File: config.mk
export PLATFORM = sky130hd
export DESIGN_NAME = pio_timing_encoder
export DESIGN_NICKNAME = d
export VERILOG_FILES = /design/src/rtl/pio_timing_encoder.sv
export SDC_FILE = /design/constraint.sdc
export NUM_CORES = 1
export LEC_CHECK = 0
export BUFFER_PORTS_ARGS = -buffer_cell sky130_fd_sc_hd__buf_2
export CAP_MARGIN = 25
export CORE_UTILIZATION = 45
export CTS_CLUSTER_SIZE = 24
export DETAILED_ROUTE_END_ITERATION = 10
export HOLD_SLACK_MARGIN = 0.12
export PLACE_DENSITY_LB_ADDON = 0.1
export SYNTH_ARGS = -nofsm -noshare
export SYNTH_HDL_FRONTEND = slang
export SYNTH_SLANG_ARGS = --single-unit
File: constraint.sdc
create_clock -name clk -period 2.4 [get_ports clk]
set_input_delay 0 -clock clk [delete_from_list [all_inputs] [get_ports clk]]
set_output_delay 0 -clock clk [all_outputs]
set_load 0.02 [all_outputs]
File: src/rtl/pio_timing_encoder.sv
module pio_timing_encoder #(
  parameter int CNT_W = 5,
  parameter int ADDR_W = 8,
  parameter int CLK_LIMIT = 16,
  parameter logic [7:0] PRI_BASE = 8'h53,
  parameter logic [7:0] SEC_SETUP_ADDR = 8'h57,
  parameter logic [7:0] SEC_TIMING_ADDR = 8'h58
) (
  input  logic             clk,
  input  logic             rst_n,
  input  logic             in_valid,
  input  logic             chan_sel,
  input  logic             drive_sel,
  input  logic [CNT_W-1:0] act_cnt,
  input  logic [CNT_W-1:0] rec_cnt,
  input  logic [CNT_W-1:0] setup_cnt,
  input  logic             pair_present,
  input  logic [CNT_W-1:0] pair_setup_cnt,
  input  logic [7:0]       prev_setup_reg,
  output logic             out_valid,
  output logic [7:0]       setup_byte,
  output logic [7:0]       timing_byte,
  output logic [ADDR_W-1:0] setup_addr,
  output logic [ADDR_W-1:0] timing_addr
);

  localparam int SUM_W = CNT_W + 2;
  localparam logic [SUM_W-1:0] LIM = SUM_W'(CLK_LIMIT);
  localparam logic [SUM_W-1:0] ONE = SUM_W'(1);

  logic [CNT_W-1:0] setup_eff;
  logic [SUM_W-1:0] act_ext, rec_ext, act_fold, rec_fold, act_cl;
  logic [3:0]       act_code, rec_code;
  logic [1:0]       setup_code;
  logic [ADDR_W-1:0] s_addr, t_addr;

  assign setup_eff = (chan_sel && pair_present && (pair_setup_cnt > setup_cnt))
                     ? pair_setup_cnt : setup_cnt;

  assign act_ext = SUM_W'(act_cnt);
  assign rec_ext = SUM_W'(rec_cnt);

  always_comb begin
    if (rec_ext > LIM) begin
      act_fold = act_ext + rec_ext - LIM;
      rec_fold = LIM;
    end else begin
      act_fold = act_ext;
      rec_fold = rec_ext;
    end
  end

  assign act_cl   = (act_fold > LIM) ? LIM : act_fold;
  assign act_code = act_cl[3:0];
  assign rec_code = (rec_fold > ONE) ? 4'(rec_fold - ONE) : 4'hF;

  always_comb begin
    if (setup_eff <= CNT_W'(2))       setup_code = 2'b01;
    else if (setup_eff == CNT_W'(3))  setup_code = 2'b10;
    else if (setup_eff == CNT_W'(4))  setup_code = 2'b00;
    else                              setup_code = 2'b11;
  end

  assign s_addr = chan_sel ? ADDR_W'(SEC_SETUP_ADDR)
                           : ADDR_W'(PRI_BASE) + ADDR_W'({drive_sel, 1'b0});
  assign t_addr = chan_sel ? ADDR_W'(SEC_TIMING_ADDR) : s_addr + ADDR_W'(1);

  always_ff @(posedge clk) begin
    if (!rst_n) begin
      out_valid   <= 1'b0;
      setup_byte  <= '0;
      timing_byte <= '0;
      setup_addr  <= '0;
      timing_addr <= '0;
    end else begin
      out_valid <= in_valid;
      if (in_valid) begin
        setup_byte  <= {setup_code, prev_setup_reg[5:0]};
        timing_byte <= {act_code, rec_code};
        setup_addr  <= s_addr;
        timing_addr <= t_addr;
      end
    end
  end


  valid_pulse_chk: assert property (@(posedge clk) disable iff (!rst_n)
    in_valid |=> out_valid);


  valid_idle_chk: assert property (@(posedge clk) disable iff (!rst_n)
    !in_valid |=> !out_valid);


  low_bits_kept_chk: assert property (@(posedge clk) disable iff (!rst_n)
    in_valid |=> setup_byte[5:0] == $past(prev_setup_reg[5:0]));


  rec_nonzero_chk: assert property (@(posedge clk) disable iff (!rst_n)
    out_valid |-> timing_byte[3:0] != 4'h0);


  rec_fold_chk: assert property (@(posedge clk) disable iff (!rst_n)
    (in_valid && rec_cnt > CNT_W'(CLK_LIMIT)) |=> timing_byte[3:0] == 4'hF);


  addr_pair_chk: assert property (@(posedge clk) disable iff (!rst_n)
    out_valid |-> timing_addr == setup_addr + ADDR_W'(1));

endmodule

==> results of run 1 <==
-- final cells by class --
cell class | count | area share (%)
multi-input cells | 120 | 43.5
well taps | 44 | 2.63
flip-flops and latches | 23 | 22.0
clock inverters | 1 | 0.239
inverters | 16 | 2.87
repair buffers | 87 | 27.7
clock buffers | 3 | 1.07
-- sequential cells by signal, summed over array words and instances, names as in the netlist --
signal	flops
timing_byte	8
out_valid	1
timing_addr	3
setup_addr	3
setup_byte	8
-- synth_stat cells (all sizes together), types with 2 or more instances --
cell / n / area share, %
nand2: 12 / 3.1
xnor2: 3 / 1.8
o41ai: 2 / 2.5
a21oi: 7 / 2.4
mux2i: 10 / 6.8
nor2b: 11 / 4.7
nor3: 2 / 0.68
inv: 16 / 4.1
nand3: 3 / 1.0
nor2: 7 / 1.8
buf: 11 / 5.4
o21ai: 16 / 5.4
a32o: 2 / 1.4
a31oi: 3 / 1.7
o2111ai: 2 / 1.2
and2: 2 / 0.85
clkbuf: 3 / 0.76
ha: 17 / 14
dfxtp: 23 / 31
-- logic make-up after synthesis --
group                      count (synthesis)  synth area share (%)
xor gates and xnor gates                   4                  2.37
DFF                                       23                  31.2
buffers and inverters                     30                  10.3
AOI/OAI and AO/OA                         39                  18.6
adders and majority gates                 18                  15.8
other                                      1                 0.254
muxes                                     10                  6.78
and+or+nand+nor                           43                  14.8
-- stage by stage --
step                      setup TNS, ns  hold slack [ns]  cells  total power [mW]  area (um2)
after CTS                             0            0.124    294             0.907        2070
final                                 0            0.141    294             0.910        2100
after floorplan                       0            0.110    173             0.613        1500
after global routing            -0.0268            0.158    294             0.964        2100
after global placement                0            0.227    261             0.683        1750
after detailed placement              0            0.235    261             0.695        1750
-- worst paths after layout --
check | from | to
worst min-delay path | act_cnt[4] | timing_byte[7]
worst max register to register | setup_byte[1] | setup_byte[1]
worst max-delay path | setup_cnt[3] | setup_byte[7]
worst min register to register | timing_byte[6] | timing_byte[6]
-- layout by cell type (no fill, tap or decap), types with 2 or more instances in the layout --
cell,netlist,final
xnor2_1,3,3
a31oi_1,2,2
dfxtp_1,23,23
nor2_1,7,7
clkbuf_4,0,3
inv_1,16,16
nor2b_1,11,11
dlygate4sd3_1,0,29
a32o_1,2,2
mux2i_1,10,10
ha_1,17,17
a21oi_1,7,7
nand2_1,12,12
buf_2,1,58
o21ai_0,12,12
o21ai_1,4,4
nor3_1,2,2
nand3_1,3,3
conb_1,1,6
and2_1,2,2
-- power breakdown --
group          internal (mW)  switching (mW)
logic                  0.141           0.174
registers              0.409          0.0127
clock network         0.0622           0.112
total                  0.612           0.298
-- worst max-delay path: cells and delay by family --
family	cells	cell delay [ns]
compound gates	3	0.67
buf+inv	4	1.21
simple gates	2	0.38
fa+ha+maj	1	0.28
-- routing by layer --
metal / vias up / GRT usage [%] / share of wire [%]
met5: - / 0 / 0
met4: 0 / 6.80 / 1.2
met3: 8 / 3.71 / 4.2
met2: 43 / 40.8 / 53
met1: 677 / 24.1 / 42
li1: 744 / - / -
-- timing repair --
action                     4_1_cts  5_1_grt
hold endpoints to repair        22        0
gates resized for setup          0        4
hold buffers                    29        0
setup buffers                    0        0
setup endpoints to repair        0        5
==> out/metrics.csv, run 1 <==
stage,metric,value,unit
drt,DRT iter0 DRCs,42,
power_and_ir_drop,P_leak,1.06,nW
timing,Max Clock Skew,0,ns
drt,via count,1472,
critical_path,reg2reg setup slack,1.19,ns
cts,clk root buf,clkbuf_4,
drt,Routed Antenna Nets,0,
critical_path,crit-path cells,"dlygate4sd3_1, buf_2, inv_1, ha_1, nand4_1, o221ai_2, o2111ai_2, nand4b_1, a32o_1, dlygate4sd3_1",
timing,setup violators final,0,
synth,sequential area share after synthesis,31.2,%
critical_path,WS Path Type,input port to flip-flop,
placed_design,IO buf count,58,
placed_design,pre-CTS setup slack,0.315,ns
critical_path,delay of the slowest critical-path stage,0.54,ns
final_layout,Layout area overhead,41.9,%
timing,setup ws final,0.0531,ns
final_layout,ratio of cells with drive above 1 in the final layout,27.2,%
synth,Post-Syn Area,1480,um2
synth,Ys Warns,0,
drt,drt pass-1 iters,4,
final_layout,sequential cell area,460,um2
cts,total CTS buffers,3,
global_routing,first-pass GRT wire length,5760,um
final_layout,fin nets,303,
synth,post-synthesis cell count,168,
synth,"Top FF cell, synth",dfxtp_1,
critical_path,CP max FO,4,
global_routing,total gr overflow,0,
cts,clock slew at reported path FFs,0.11,ns
global_routing,antenna violations before repair,0,
floorplan,die area,3510,um2
global_routing,largest net degree at the start of global routing,23,
timing,Final Hold Vio Count,0,
timing,Peak Freq,426,MHz
timing,Least-Margin Pin Slew,0.611,ns
drt,WL final,3670,um
floorplan,Die Ht,59.3,um
drt,mean routed wirelength per cell,12.5,um
floorplan,Initial Utilization,48.0,%
timing,Slew headroom,59.2,%
floorplan,chip width,59.3,um
min_path,hold depth,4,
synth,Yosys reg bits,23,
cts,clk sinks,23,
placed_design,RePlAce Congestion,0.826,
timing,period utilisation layout,97.8,%
final_layout,multi-input logic area,912,um2
timing,max-slew violations,0,
floorplan,Core Area,3080,um2
synth,Mean Syn Cell Area,8.79,um2
cts,Max H-tree Level,1,
critical_path,Crit path required time,2.60,ns
global_routing,vias in the first global route,1391,
final_layout,fill count,284,
final_layout,ANT cells,0,
global_routing,GRT Total Usage,21.5,%
outcome,outcome,finished clean,
power_and_ir_drop,Max VDD drop,313,uV
run,MaxCap Viol Count,0,
synth,Post-synth EDFFs,0,
critical_path,slowest CP cell,dlygate4sd3_1,
cts,worst-skew pair later-pin latency,0.31,ns
placed_design,Detailed Place HPWL,2590,um
critical_path,CP endpoint kind,flip-flop,
cts,CTS tree,yes,
timing,minimum clock period,2.35,ns
synth,unique cell type count in the Yosys netlist,39,
synth,ys async rst share,0,%
critical_path,most frequent cell on the critical path,dlygate4sd3_1,
floorplan,num rows,20,
drt,routed vias/inst,5.01,
floorplan,IO Pins,67,
min_path,worst hold path class,input port to flip-flop,
critical_path,crit path launch type,input port,
cts,Max clock buf depth,2,
critical_path,"Arr. time, crit path",2.55,ns
power_and_ir_drop,power per standard cell area,434,nW/um2
critical_path,R2R cell count,3,
final_layout,final core utilization,68.1,%
drt,DR DRC count,0,
(Power assumes the default switching activity.)
==> run 2, diff against run 1 <==
- CELL_PAD_IN_SITES_DETAIL_PLACEMENT: not set -> 1
- CELL_PAD_IN_SITES_GLOBAL_PLACEMENT: not set -> 1
- CORE_UTILIZATION: 45 -> 36
- clock period: 2.4 -> 2.9 ns (I/O delays scaled with it)
==> run 2 against run 1 <==
Non-clock buffer count shrank 13. Sequential power shrank 17%. Die area rose by 24%. Largest power group unchanged. Highest routed layer unchanged.
==> out/metrics.csv, run 2 (synthesis gave the netlist of run 1 again) <==
stage,metric,value,unit
timing,Max Clock Skew,0,ns
placed_design,IO buf count,58,
critical_path,"Arr. time, crit path",2.55,ns
cts,Post-CTS Setup Inserts,0,
cts,post-CTS resize count,0,
global_routing,antenna violations before repair,0,
global_routing,met2 Use GR,34.9,%
drt,Routed Antenna Nets,0,
final_layout,largest registers,"setup_byte: 8 flops, timing_byte: 8 flops",
final_layout,ANT cells,0,
global_routing,met3 track demand over resource,1.55,%
global_routing,largest net degree at the start of global routing,23,
timing,Peak Freq,426,MHz
cts,Max H-tree Level,1,
final_layout,fin nets,290,
cts,clock slew at reported path FFs,0.08,ns
timing,Slew headroom,59.2,%
placed_design,Detailed Place HPWL,2920,um
timing,max-slew violations,0,
power_and_ir_drop,P_leak,0.991,nW
critical_path,CP endpoint kind,flip-flop,
timing,RSZ-0062 raised after global routing,false,
timing,period utilisation layout,81.0,%
final_layout,"commonest non-fill, non-tap cell in the layout",buf_2,
floorplan,Die Ht,66.0,um
placed_design,pre-CTS setup slack,0.768,ns
cts,clk root buf,clkbuf_8,
drt,routed vias/inst,4.88,
global_routing,GRT met1 Usage,19.0,%
floorplan,num rows,22,
critical_path,crit path launch type,input port,
timing,minimum clock period,2.35,ns
drt,WL final,3700,um
cts,total CTS buffers,3,
power_and_ir_drop,power per standard cell area,400,nW/um2
floorplan,chip width,66.0,um
timing,setup_tns,0,ns
critical_path,Crit path required time,3.10,ns
drt,via count,1391,
run,MaxCap Viol Count,0,
power_and_ir_drop,Max VDD drop,178,uV
final_layout,"Cell Count, Final, Fillers Out",285,
global_routing,vias in the first global route,1372,
critical_path,CP max FO,4,
timing,Final Hold Vio Count,0,
critical_path,WS Path Type,input port to flip-flop,
global_routing,busiest layer in global routing,met2,
min_path,worst hold path class,input port to flip-flop,
global_routing,GRT Total Usage,17.5,%
outcome,outcome,finished clean,
timing,Least-Margin Pin Slew,0.610,ns
global_routing,total gr overflow,0,
drt,DRT iter0 DRCs,37,
cts,clk sinks,23,
final_layout,final core utilization,51.6,%
cts,CTS tree,yes,
timing,setup ws final,0.551,ns
power_and_ir_drop,total power,784,uW
final_layout,ratio of cells with drive above 1 in the final layout,27.4,%
final_layout,Layout area overhead,32.8,%
placed_design,dpl cells,265,
floorplan,Initial Utilization,38.9,%
placed_design,RePlAce Congestion,0.742,
final_layout,most frequent cells in the layout,"58 x buf_2, 23 x dfxtp_1, 17 x ha_1",
floorplan,die area,4360,um2
cts,worst-skew pair later-pin latency,0.26,ns
global_routing,first-pass GRT wire length,5860,um
floorplan,IO Pins,67,
drt,drt pass-1 iters,4,
drt,DR DRC count,0,
timing,setup violators final,0,
cts,Max clock buf depth,2,
drt,mean routed wirelength per cell,13.0,um
floorplan,Core Area,3800,um2
[run 2: worst paths after layout]
path,startpoint,cells after the start,endpoint,slack (ns)
worst min register to register,timing_byte[7],2,timing_byte[7],0.45
worst min-delay path,rec_cnt[3],3,timing_byte[3],0.14
worst max register to register,setup_addr[1],3,setup_addr[1],1.70
worst max-delay path,act_cnt[1],11,timing_byte[4],0.55
[run 2: cell type report]
cell class / count / area (um2)
clock buffers: 3 / 41.3
clock inverters: 1 / 5.00
fillers: 465 / 1840
inverters: 16 / 60.1
multi-input cells: 120 / 883
flip-flops and latches: 23 / 460
well taps: 48 / 60.1
repair buffers: 74 / 450
[run 2: worst max-delay path, cell delays in order]
cell and delay (ns):
dlygate4sd3_1 0.53, buf_2 0.13, ha_1 0.28, ha_1 0.16
inv_1 0.06, fa_1 0.39, nor2b_1 0.17, o21ai_0 0.13
o41ai_1 0.43, a31oi_2 0.11, o21ai_1 0.14
[run 2: timing repair]
item,4_1_cts,5_1_grt
setup endpoints to repair,0,0
hold endpoints to repair,17,0
hold buffers,16,0
[run 2: metal layers]
| metal | wire length, um | vias to the layer above |
|---|---|---|
| met2 | 1970 | 40 |
| met1 | 1550 | 640 |
| li1 | - | 707 |
| met4 | 47 | 0 |
| met5 | 0 | - |
| met3 | 130 | 4 |
[run 2: stage by stage]
stage / hold WS [ns] / area [um2]
CTS: 0.135 / 1960
global route: 0.165 / 1960
finish: 0.139 / 1960
floorplan: 0.110 / 1500
global placement: 0.228 / 1750
detailed placement: 0.245 / 1750
[run 2: report_power, final]
| group | switching [mW] | internal, mW |
|---|---|---|
| sequential | 0.0101 | 0.338 |
| clock | 0.101 | 0.0958 |
| combinational | 0.137 | 0.103 |
